**src/rtl/fetch_pkg.sv**
```systemverilog
package fetch_pkg;
    localparam int WORD_W   = 32;
    localparam int PAL_FLAG = 31;

    typedef enum logic [2:0] {
        ST_IDLE,
        ST_DESC_REQ,
        ST_DESC_DAT,
        ST_BURST_REQ,
        ST_BURST_DAT,
        ST_NEXT
    } fetch_state_t;
endpackage

```
**src/rtl/burst_sizer.sv**
```systemverilog
module burst_sizer #(
    parameter int LEN_W = 24,
    parameter int BURST = 16,
    parameter int BL_W  = $clog2(BURST + 1)
) (
    input  logic [LEN_W-1:0] remaining,
    output logic [BL_W-1:0]  len
);
    always_comb begin
        if (remaining >= LEN_W'(BURST))
            len = BL_W'(BURST);
        else
            len = remaining[BL_W-1:0];
    end
endmodule

```
**src/rtl/fetch_engine.sv**
```systemverilog
module fetch_engine
    import fetch_pkg::*;
#(
    parameter int LEN_W  = 24,
    parameter int BURST  = 16,
    parameter int PAL_AW = 8,
    parameter int BL_W   = $clog2(BURST + 1)
) (
    input  logic              clk,
    input  logic              rst_n,
    input  logic              run,
    input  logic [WORD_W-1:0] start_addr,
    output logic              rd_req,
    output logic [WORD_W-1:0] rd_addr,
    output logic [BL_W-1:0]   rd_len,
    input  logic              rd_ack,
    input  logic              rd_valid,
    input  logic [WORD_W-1:0] rd_data,
    output logic              rd_ready,
    output logic              pix_valid,
    output logic [WORD_W-1:0] pix_data,
    input  logic              pix_ready,
    output logic              pal_we,
    output logic [PAL_AW-1:0] pal_idx,
    output logic [WORD_W-1:0] pal_data,
    output logic              frame_done,
    output logic [WORD_W-1:0] frame_id
);
    fetch_state_t state, state_nx;

    logic [WORD_W-1:0] cur_desc, nxt_desc, src, fid;
    logic [LEN_W-1:0]  remaining;
    logic [BL_W-1:0]   beats, burst_len;
    logic [1:0]        word_idx;
    logic              is_pal;
    logic [PAL_AW-1:0] pal_cnt;
    logic              beat;

    burst_sizer #(.LEN_W(LEN_W), .BURST(BURST), .BL_W(BL_W)) u_sizer (
        .remaining (remaining),
        .len       (burst_len)
    );

    assign beat = (state == ST_BURST_DAT) && rd_valid && rd_ready;

    // state register
    always_ff @(posedge clk) begin
        if (!rst_n) state <= ST_IDLE;
        else        state <= state_nx;
    end

    // transitions
    always_comb begin
        state_nx = state;
        unique case (state)
            ST_IDLE:      if (run) state_nx = ST_DESC_REQ;
            ST_DESC_REQ:  if (rd_ack) state_nx = ST_DESC_DAT;
            ST_DESC_DAT:
                if (rd_valid) begin
                    if (word_idx != 2'd3)
                        state_nx = ST_DESC_REQ;
                    else if (rd_data[LEN_W-1:0] == '0)
                        state_nx = ST_NEXT;
                    else
                        state_nx = ST_BURST_REQ;
                end
            ST_BURST_REQ: if (rd_ack) state_nx = ST_BURST_DAT;
            ST_BURST_DAT:
                if (beat && beats == BL_W'(1))
                    state_nx = (remaining == LEN_W'(1)) ? ST_NEXT : ST_BURST_REQ;
            ST_NEXT:      state_nx = run ? ST_DESC_REQ : ST_IDLE;
            default:      state_nx = ST_IDLE;
        endcase
    end

    // outputs
    always_comb begin
        rd_req     = 1'b0;
        rd_addr    = '0;
        rd_len     = '0;
        rd_ready   = 1'b0;
        unique case (state)
            ST_DESC_REQ: begin
                rd_req  = 1'b1;
                rd_addr = cur_desc + WORD_W'({word_idx, 2'b00});
                rd_len  = BL_W'(1);
            end
            ST_DESC_DAT:  rd_ready = 1'b1;
            ST_BURST_REQ: begin
                rd_req  = 1'b1;
                rd_addr = src;
                rd_len  = burst_len;
            end
            ST_BURST_DAT: rd_ready = is_pal | pix_ready;
            default: ;
        endcase
        pix_valid  = beat && !is_pal;
        pal_we     = beat && is_pal;
        frame_done = (state == ST_NEXT) && !is_pal;
    end

    assign pix_data = rd_data;
    assign pal_data = rd_data;
    assign pal_idx  = pal_cnt;
    assign frame_id = fid;

    // datapath
    always_ff @(posedge clk) begin
        if (!rst_n) begin
            cur_desc  <= '0;
            nxt_desc  <= '0;
            src       <= '0;
            fid       <= '0;
            remaining <= '0;
            beats     <= '0;
            word_idx  <= '0;
            is_pal    <= 1'b0;
            pal_cnt   <= '0;
        end else begin
            if (state == ST_IDLE && run) begin
                cur_desc <= start_addr;
                word_idx <= '0;
            end
            if (state == ST_DESC_DAT && rd_valid) begin
                word_idx <= word_idx + 2'd1;
                unique case (word_idx)
                    2'd0: nxt_desc <= rd_data;
                    2'd1: src      <= rd_data;
                    2'd2: fid      <= rd_data;
                    2'd3: begin
                        remaining <= rd_data[LEN_W-1:0];
                        is_pal    <= rd_data[PAL_FLAG];
                        pal_cnt   <= '0;
                    end
                    default: ;
                endcase
            end
            if (state == ST_BURST_REQ && rd_ack)
                beats <= burst_len;
            if (beat) begin
                src       <= src + WORD_W'(4);
                remaining <= remaining - LEN_W'(1);
                beats     <= beats - BL_W'(1);
                if (is_pal) pal_cnt <= pal_cnt + PAL_AW'(1);
            end
            if (state == ST_NEXT)
                cur_desc <= nxt_desc;
        end
    end
endmodule

```
**src/rtl/fetch_top.sv**
```systemverilog
module fetch_top
    import fetch_pkg::*;
#(
    parameter int NCH    = 2,
    parameter int LEN_W  = 24,
    parameter int BURST  = 16,
    parameter int PAL_AW = 8,
    localparam int BL_W  = $clog2(BURST + 1)
) (
    input  logic                    clk,
    input  logic                    rst_n,
    input  logic                    run,
    input  logic                    dual_en,
    input  logic [NCH*WORD_W-1:0]   start_desc,
    output logic [NCH-1:0]          rd_req,
    output logic [NCH*WORD_W-1:0]   rd_addr,
    output logic [NCH*BL_W-1:0]     rd_len,
    input  logic [NCH-1:0]          rd_ack,
    input  logic [NCH-1:0]          rd_valid,
    input  logic [NCH*WORD_W-1:0]   rd_data,
    output logic [NCH-1:0]          rd_ready,
    output logic [NCH-1:0]          pix_valid,
    output logic [NCH*WORD_W-1:0]   pix_data,
    input  logic [NCH-1:0]          pix_ready,
    output logic [NCH-1:0]          pal_we,
    output logic [NCH*PAL_AW-1:0]   pal_idx,
    output logic [NCH*WORD_W-1:0]   pal_data,
    output logic [NCH-1:0]          frame_done,
    output logic [NCH*WORD_W-1:0]   frame_id
);
    for (genvar c = 0; c < NCH; c++) begin : g_ch
        logic ch_run;
        if (c == 0) begin : g_upper
            assign ch_run = run;
        end else begin : g_lower
            assign ch_run = run && dual_en;
        end

        fetch_engine #(
            .LEN_W(LEN_W), .BURST(BURST), .PAL_AW(PAL_AW), .BL_W(BL_W)
        ) u_eng (
            .clk        (clk),
            .rst_n      (rst_n),
            .run        (ch_run),
            .start_addr (start_desc[c*WORD_W +: WORD_W]),
            .rd_req     (rd_req[c]),
            .rd_addr    (rd_addr[c*WORD_W +: WORD_W]),
            .rd_len     (rd_len[c*BL_W +: BL_W]),
            .rd_ack     (rd_ack[c]),
            .rd_valid   (rd_valid[c]),
            .rd_data    (rd_data[c*WORD_W +: WORD_W]),
            .rd_ready   (rd_ready[c]),
            .pix_valid  (pix_valid[c]),
            .pix_data   (pix_data[c*WORD_W +: WORD_W]),
            .pix_ready  (pix_ready[c]),
            .pal_we     (pal_we[c]),
            .pal_idx    (pal_idx[c*PAL_AW +: PAL_AW]),
            .pal_data   (pal_data[c*WORD_W +: WORD_W]),
            .frame_done (frame_done[c]),
            .frame_id   (frame_id[c*WORD_W +: WORD_W])
        );
    end
endmodule

```
**config.mk**
```make
export PLATFORM = sky130hd
export DESIGN_NAME = fetch_top
export DESIGN_NICKNAME = d
export VERILOG_FILES = /design/src/rtl/fetch_pkg.sv /design/src/rtl/burst_sizer.sv /design/src/rtl/fetch_engine.sv /design/src/rtl/fetch_top.sv
export SDC_FILE = /design/constraint.sdc
export NUM_CORES = 1
export LEC_CHECK = 0
export ABC_CLOCK_PERIOD_IN_PS = 3200
export BUFFER_PORTS_ARGS = -buffer_cell sky130_fd_sc_hd__buf_4
export CAP_MARGIN = 20
export CORE_MARGIN = 2
export CORE_UTILIZATION = 55
export CTS_BUF_LIST = sky130_fd_sc_hd__clkbuf_4 sky130_fd_sc_hd__clkbuf_8 sky130_fd_sc_hd__clkbuf_16
export CTS_CLUSTER_DIAMETER = 30
export DETAILED_ROUTE_END_ITERATION = 10
export GPL_TIMING_DRIVEN = 0
export PLACE_DENSITY = 0.8
export REMOVE_ABC_BUFFERS = 1
export SLEW_MARGIN = 20
export SYNTH_ARGS = -nofsm -noshare
export SYNTH_HDL_FRONTEND = slang
export SYNTH_HIERARCHICAL = 1
export SYNTH_SLANG_ARGS = --single-unit
```
**constraint.sdc**
```tcl
create_clock -name clk -period 3.2 [get_ports clk]
set_input_delay 0.32 -clock clk [delete_from_list [all_inputs] [get_ports clk]]
set_output_delay 0.32 -clock clk [all_outputs]
set_load 0.01 [all_outputs]
```
==> flow_summary.toml, run 1 <==
[run_status]
status = "complete, no violations"

[setup_path]
cp_num_buf_inv = 4
r2r_end = "g_ch[0].u_eng/cur_desc[26]$_SDFFE_PN0P_"
start_kind = "flop"
cp-endpoint = "rd_addr[28]"
endpoint_kind = "primary output"
r2r-start = "g_ch[0].u_eng/state[1]$_SDFFE_PN0P_"
worstPathArrival_ps = 2810
worstRegToRegCells = 10
cp_slowest_stage_delay_ps = 380
critical_path_class = "flop to primary output"
crit_required_ps = 2880
crit_family = "buffers and inverters"
r2r_slack_ps = 210
cp_slowest_cell = "fa_2"
crit_path_start = "g_ch[0].u_eng/cur_desc[2]$_SDFFE_PN0P_"
path_cells = "ha_4 > inv_2 > fa_2 > nand4b_1 > buf_4 > nor4_4 > buf_6 > nand4_1 > xor2_1 > a21oi_1 > buf_4"
crit_top_cell = "buf_4"
path_max_fanout = 7
crit_cells = 11

[floorplanning]
start_util_pct = 55.6
core_area_sq_mm = 0.0344
dieArea_sq_mm = 0.0362
die_w_microns = 190
pin_count = 430
die_h_microns = 190
row_count = 68

[power]
power_density_mw_per_mm2 = 563
ir_drop_mv = 0.556
leakage_uw = 0.00972

[sta]
period_needed_ps = 3130
fin_skew_ps = 22.1
setup_viol = 0
fin_crit_sh_pct = 97.9
final_max_slew_viol_count = 0
timing_hold_violations_final = 0
max_slew_margin_pct = 26.8
setup_tns_ps = 0
rsz0062_at_grt = "yes"
fmax_mhz = 319
tightest_slew_ps = 1090
fin_ws_ps = 66.8
whs_ps = 24.9

[global_route]
met3_usage_pct = 6.22
grt-busiest-layer = "met2"
antenna_found_initial = 1
met2_usage_pct = 58.5
grtUsageTotal_pct = 33.5
overflow = 0
grt_max_degree = 104
grt_pass1_vias = 19200
gr-usage-met1_pct = 39.0
grt_pass1_wl_microns = 98300

[final_layout]
drive_gt1_share_pct = 24.6
area_delta_synth_final_pct = 28.5
final_util_pct = 71.4
nets = 2916
regArea_sq_mm = 0.00686
n_fill_cell = 2634
multi_input_area_sq_mm = 0.0106

[cts]
clock_sinks = 342
clk_path_buf_depth = 3
h-tree-depth = 3
cts.reportedPaths.clkPinSlew_ps = 50
insertion_delay_ps = 580
numCtsBuffers = 79
cts-root-buf = "clkbuf_16"
cts_tree = "yes"

[detailed_routing]
drtAntennaViolNets = 0
vias = 20200
drc = 0
viasPerCell = 6.16
dr.pass1.iters = 5
detail_route.iter0.violations = 1697
avgRoutedWirePerCell_microns = 19.4
routed_wirelength_microns = 63500

[synth]
synth_largest_area_cell = "dfxtp_1"
yosysMostFrequentCell = "nand2_1"
ys_ff_latch = 342
syn-cell-area_sq_mm = 0.0191
synth_cell_types = 83
postSynthCellCount = 2498
yosysSeqAreaShare_pct = 35.9
synth_commonest_cells = "413 x nand2_1, 342 x dfxtp_1, 273 x a21oi_1"
avgSynthCellArea_sq_um = 7.64
synth_area_leaders = "dfxtp_1 36%, nand2_1 8.1%, a21oi_1 7.2%, buf_4 5.1%, nor2_1 4.4%"
synth_edf_count = 0
synthArstFlopShare_pct = 0
synth_ff_type = "dfxtp_1"
synth_top_area_share_pct = 35.9
synth.yosys.warnings = 6

[worst_hold_path]
min_from = "rd_data[25]"
min-delay-path-class = "input port to flop"

[place]
dp_hpwl_microns = 42600
gp_congestion = 0.966
post-place-ws_ps = -1050
portBuffers = 429

[job]
cap_violations = 0
-- layout by cell type (no fill, tap or decap), types with 14 or more instances in the layout --
| master | n |
|---|---|
| a21oi_1 | 272 |
| nor2_1 | 224 |
| xor2_1 | 40 |
| mux2i_1 | 78 |
| and3_1 | 45 |
| clkinvlp_4 | 15 |
| buf_4 | 446 |
| ha_1 | 23 |
| nor3_1 | 37 |
| clkbuf_16 | 80 |
| inv_1 | 38 |
| nand2_1 | 406 |
| xnor2_1 | 29 |
| or3_1 | 15 |
| dfxtp_1 | 336 |
| clkinv_2 | 14 |
| a31oi_1 | 29 |
| a211oi_1 | 75 |
| nand3_1 | 72 |
| nand4_1 | 52 |
| o21ai_0 | 111 |
| o211ai_1 | 23 |
| nor4_1 | 35 |
-- layer usage --
layer	routed length [microns]	vias to the layer above
met5	0	-
met4	2870	0
met3	5930	216
met2	31200	1193
met1	23600	9472
li1	-	9291
-- registers in the layout (all words and copies together) (netlist names) --
register	count
g_ch.u_eng/beats	10
g_ch.u_eng/cur_desc	64
g_ch.u_eng/frame_id	64
g_ch.u_eng/is_pal	2
g_ch.u_eng/nxt_desc	64
g_ch.u_eng/pal_idx	16
g_ch.u_eng/remaining	48
g_ch.u_eng/src	64
g_ch.u_eng/state	6
g_ch.u_eng/word_idx	4
-- worst min path at each step --
stage                                              endpoint  cells after the start
floorplan               g_ch[1].u_eng/state[2]$_SDFFE_PN0P_                      2
global placement    g_ch[1].u_eng/nxt_desc[17]$_SDFFE_PN0P_                      2
detailed placement      g_ch[1].u_eng/beats[4]$_SDFFE_PN0P_                      2
CTS                 g_ch[1].u_eng/nxt_desc[30]$_SDFFE_PN0P_                      3
global route        g_ch[1].u_eng/frame_id[25]$_SDFFE_PN0P_                      3
finish                   g_ch[0].u_eng/src[25]$_SDFFE_PN0P_                      3
-- what timing repair did --
item / in CTS / in global routing
gates cloned: 0 / 1
hold endpoints to repair: 2 / 0
setup endpoints to repair: 164 / 52
hold buffers: 2 / 0
setup buffers: 9 / 2
pin swaps: 3 / 5
gates resized for setup: 17 / 19
-- cell families after synthesis --
family	share of synthesized area, %
compound gates	19.9
buf+inv	9.37
simple gates	25.6
mux	4.32
fa+ha+maj	1.78
flops	35.9
xor+xnor	3.16
-- where the power goes --
group	leakage [uW]	switching, uW	internal, uW
registers	0.00277	129	4370
clock network	0.00132	2590	5510
logic	0.00564	703	527
total	0.00972	3420	10400
-- worst register-to-register path, cell delays in order (launching register included) --
cell and delay (ps):
dfxtp_2 480, nor4b_4 550, buf_4 240, buf_4 150, buf_2 190, buf_2 230, buf_2 240, buf_2 240
buf_4 200, mux2i_1 230, a211oi_1 90
-- metrics by stage --
step / instance area (sq um) / cells / total power, uW
detailed placement: 21600 / 3112 / 5750
finish: 24500 / 3273 / 13800
floorplan: 17500 / 2208 / 5060
global route: 24500 / 3272 / 14200
global placement: 21300 / 3092 / 5730
CTS: 24500 / 3269 / 13900
-- area by class of cell --
| class | instances | area share (%) |
|---|---|---|
| Clock buffer | 98 | 8.91 |
| Tap cell | 455 | 2.32 |
| Antenna cell | 1 | 0.0102 |
| Timing Repair Buffer | 462 | 14.6 |
| Clock inverter | 48 | 2.16 |
| Inverter | 45 | 0.760 |
| Sequential cell | 342 | 27.9 |
| Multi-Input combinational cell | 1822 | 43.3 |
No activity file was read; power rests on OpenSTA's default activity.
==> inputs of run 2 (changes only) <==
Settings changed: CAP_MARGIN 20 to not set, RECOVER_POWER set to 25, SLEW_MARGIN 20 to not set.
==> run 2 against run 1 <==
  * Global-route usage rose by 0.59 points
  * Fmax is essentially flat
  * Largest power group unchanged
  * Core utilization shrank 2.2 points
==> flow_summary.toml, run 2 (same netlist as run 1, synthesis figures left out) <==
[sta]
period_needed_ps = 3140
fin_crit_sh_pct = 98.0
timing_hold_violations_final = 0
tightest_slew_ps = 1250
fin_ws_ps = 64.8
rsz0062_at_grt = "yes"
setup_viol = 0
max_slew_margin_pct = 16.8
whs_ps = 26.3
fin_skew_ps = 18.4
setup_tns_ps = 0
final_max_slew_viol_count = 0
fmax_mhz = 319

[cts]
insertion_delay_ps = 560
clock_sinks = 342
numCtsBuffers = 76
postCtsHoldBufs = 0
clk_path_buf_depth = 3
h-tree-depth = 3
cts.reportedPaths.clkPinSlew_ps = 40
cts_tree = "yes"
cts-root-buf = "clkbuf_16"

[place]
place_inst = 3107
gp_congestion = 0.966
post-place-ws_ps = -986
dp_hpwl_microns = 42400
portBuffers = 429

[final_layout]
final_cell_mix = "407 x nand2_1, 337 x dfxtp_1, 284 x buf_4"
n_fill_cell = 2865
multi_input_area_sq_mm = 0.0106
final_common_cell = "nand2_1"
drive_gt1_share_pct = 18.4
area_delta_synth_final_pct = 24.5
final_cells = 3254
regArea_sq_mm = 0.00686
nets = 2904

[setup_path]
crit_path_start = "g_ch[0].u_eng/word_idx[0]$_SDFFE_PN0P_"
crit_family = "buffers and inverters"
path_max_fanout = 7
critical_path_class = "flop to primary output"
path_cells = "ha_4 > inv_2 > fa_2 > nand4b_1 > buf_6 > nor4_4 > buf_6 > nand4_1 > xor2_1 > a21oi_1 > buf_4"
crit_required_ps = 2880
worstPathArrival_ps = 2820
cp_slowest_cell = "dfxtp_4"
r2r-start = "g_ch[0].u_eng/state[0]$_SDFFE_PN0P_"
start_kind = "flop"
crit_top_cell = "buf_6"
endpoint_kind = "primary output"
cp_slowest_stage_delay_ps = 380
cp_num_buf_inv = 4

[floorplanning]
core_area_sq_mm = 0.0344
row_count = 68
die_w_microns = 190
dieArea_sq_mm = 0.0362
die_h_microns = 190
pin_count = 430
start_util_pct = 55.6

[detailed_routing]
dr.pass1.iters = 5
drtAntennaViolNets = 0
avgRoutedWirePerCell_microns = 19.6
vias = 20100
detail_route.iter0.violations = 1846
routed_wirelength_microns = 63900
drc = 0
viasPerCell = 6.18

[power]
ir_drop_mv = 0.372
combPwrFrac_pct = 8.6
p_int_uw = 10200
power_density_mw_per_mm2 = 569
pwr-share-clk_pct = 58.2
p_switching_uw = 3340
leakage_uw = 0.00903
seqPwrFrac_pct = 33.2
switching_share_pct = 24.7

[worst_hold_path]
min_from = "rd_data[27]"
min-delay-path-class = "input port to flop"

[global_route]
antenna_found_initial = 1
grt_pass1_wl_microns = 99800
grtUsageTotal_pct = 34.1
overflow = 0
grt_pass1_vias = 19300
grt_max_degree = 105

[job]
cap_violations = 0

[run_status]
status = "complete, no violations"
[run 2: cell types whose count changed in the layout (fill, tap and decap cells not counted), sizes merged]
cell | before | now
bufinv | 8 | 9
dlygate4sd3 | 2 | 0
clkbuf | 98 | 249
buf | 460 | 295
inv | 49 | 44
clkinv | 21 | 20
clkinvlp | 15 | 18
nand3 | 78 | 77
[run 2: worst reg2reg max path, stage by stage, from the launching register on]
cell and delay [ps]:
dfxtp_1 490, nor2b_1 620, nand3_2 610, buf_16 390, or4_1 490, a21oi_1 150, o21a_1 150
[run 2: timing repair]
action	4_1_cts	5_1_grt
pin swaps	3	4
cloned	2	0
gates resized for setup	24	19
buffers inserted	5	3
setup endpoints to repair	182	124
hold endpoints to repair	0	0
[run 2: path summary, 6_finish.rpt]
check	endpoint	slack, ps	cells after the start
hold / removal	g_ch[0].u_eng/src[27]$_SDFFE_PN0P_	30	3
setup / recovery	rd_addr[28]	60	11
setup reg to reg	g_ch[0].u_eng/src[7]$_SDFFE_PN0P_	240	6
hold reg to reg	g_ch[1].u_eng/frame_id[16]$_SDFFE_PN0P_	450	2
[run 2: power by group through the flow]
stage	logic, uW	registers, uW	clock network, uW
2_1_floorplan	531	4530	0
3_3_place_gp	1180	4550	0
3_5_place_dp	1190	4560	0
4_1_cts	1210	4490	7950
5_1_grt	1240	4500	8190
6_report	1160	4490	7870
[run 2: final cells by class]
cell class | count | area share (%)
Sequential cell | 342 | 28.8
Clock inverter | 44 | 2.25
Multi-Input combinational cell | 1821 | 44.5
Tap cell | 455 | 2.39
Timing Repair Buffer | 452 | 12.3
Clock buffer | 92 | 8.79
Antenna cell | 1 | 0.0105
Inverter | 45 | 0.816
Timing Repair inverter | 2 | 0.0631
[run 2: per-layer routing]
| layer | vias to the layer above | GRT usage (%) | wire, microns |
|---|---|---|---|
| li1 | 9269 | - | - |
| met1 | 9441 | 39.7 | 24100 |
| met2 | 1172 | 58.5 | 30900 |
| met3 | 219 | 6.77 | 5830 |
| met4 | 0 | 19.3 | 3080 |
| met5 | - | 0 | 0 |
[run 2: through the flow]
stage	area, sq um	util (%)	total power (uW)
after floorplan	17500	-	5060
after global placement	21300	61.9	5730
after detailed placement	21500	62.6	5750
after CTS	24300	70.7	13600
after global routing	23800	69.2	13900
final	23800	69.2	13500
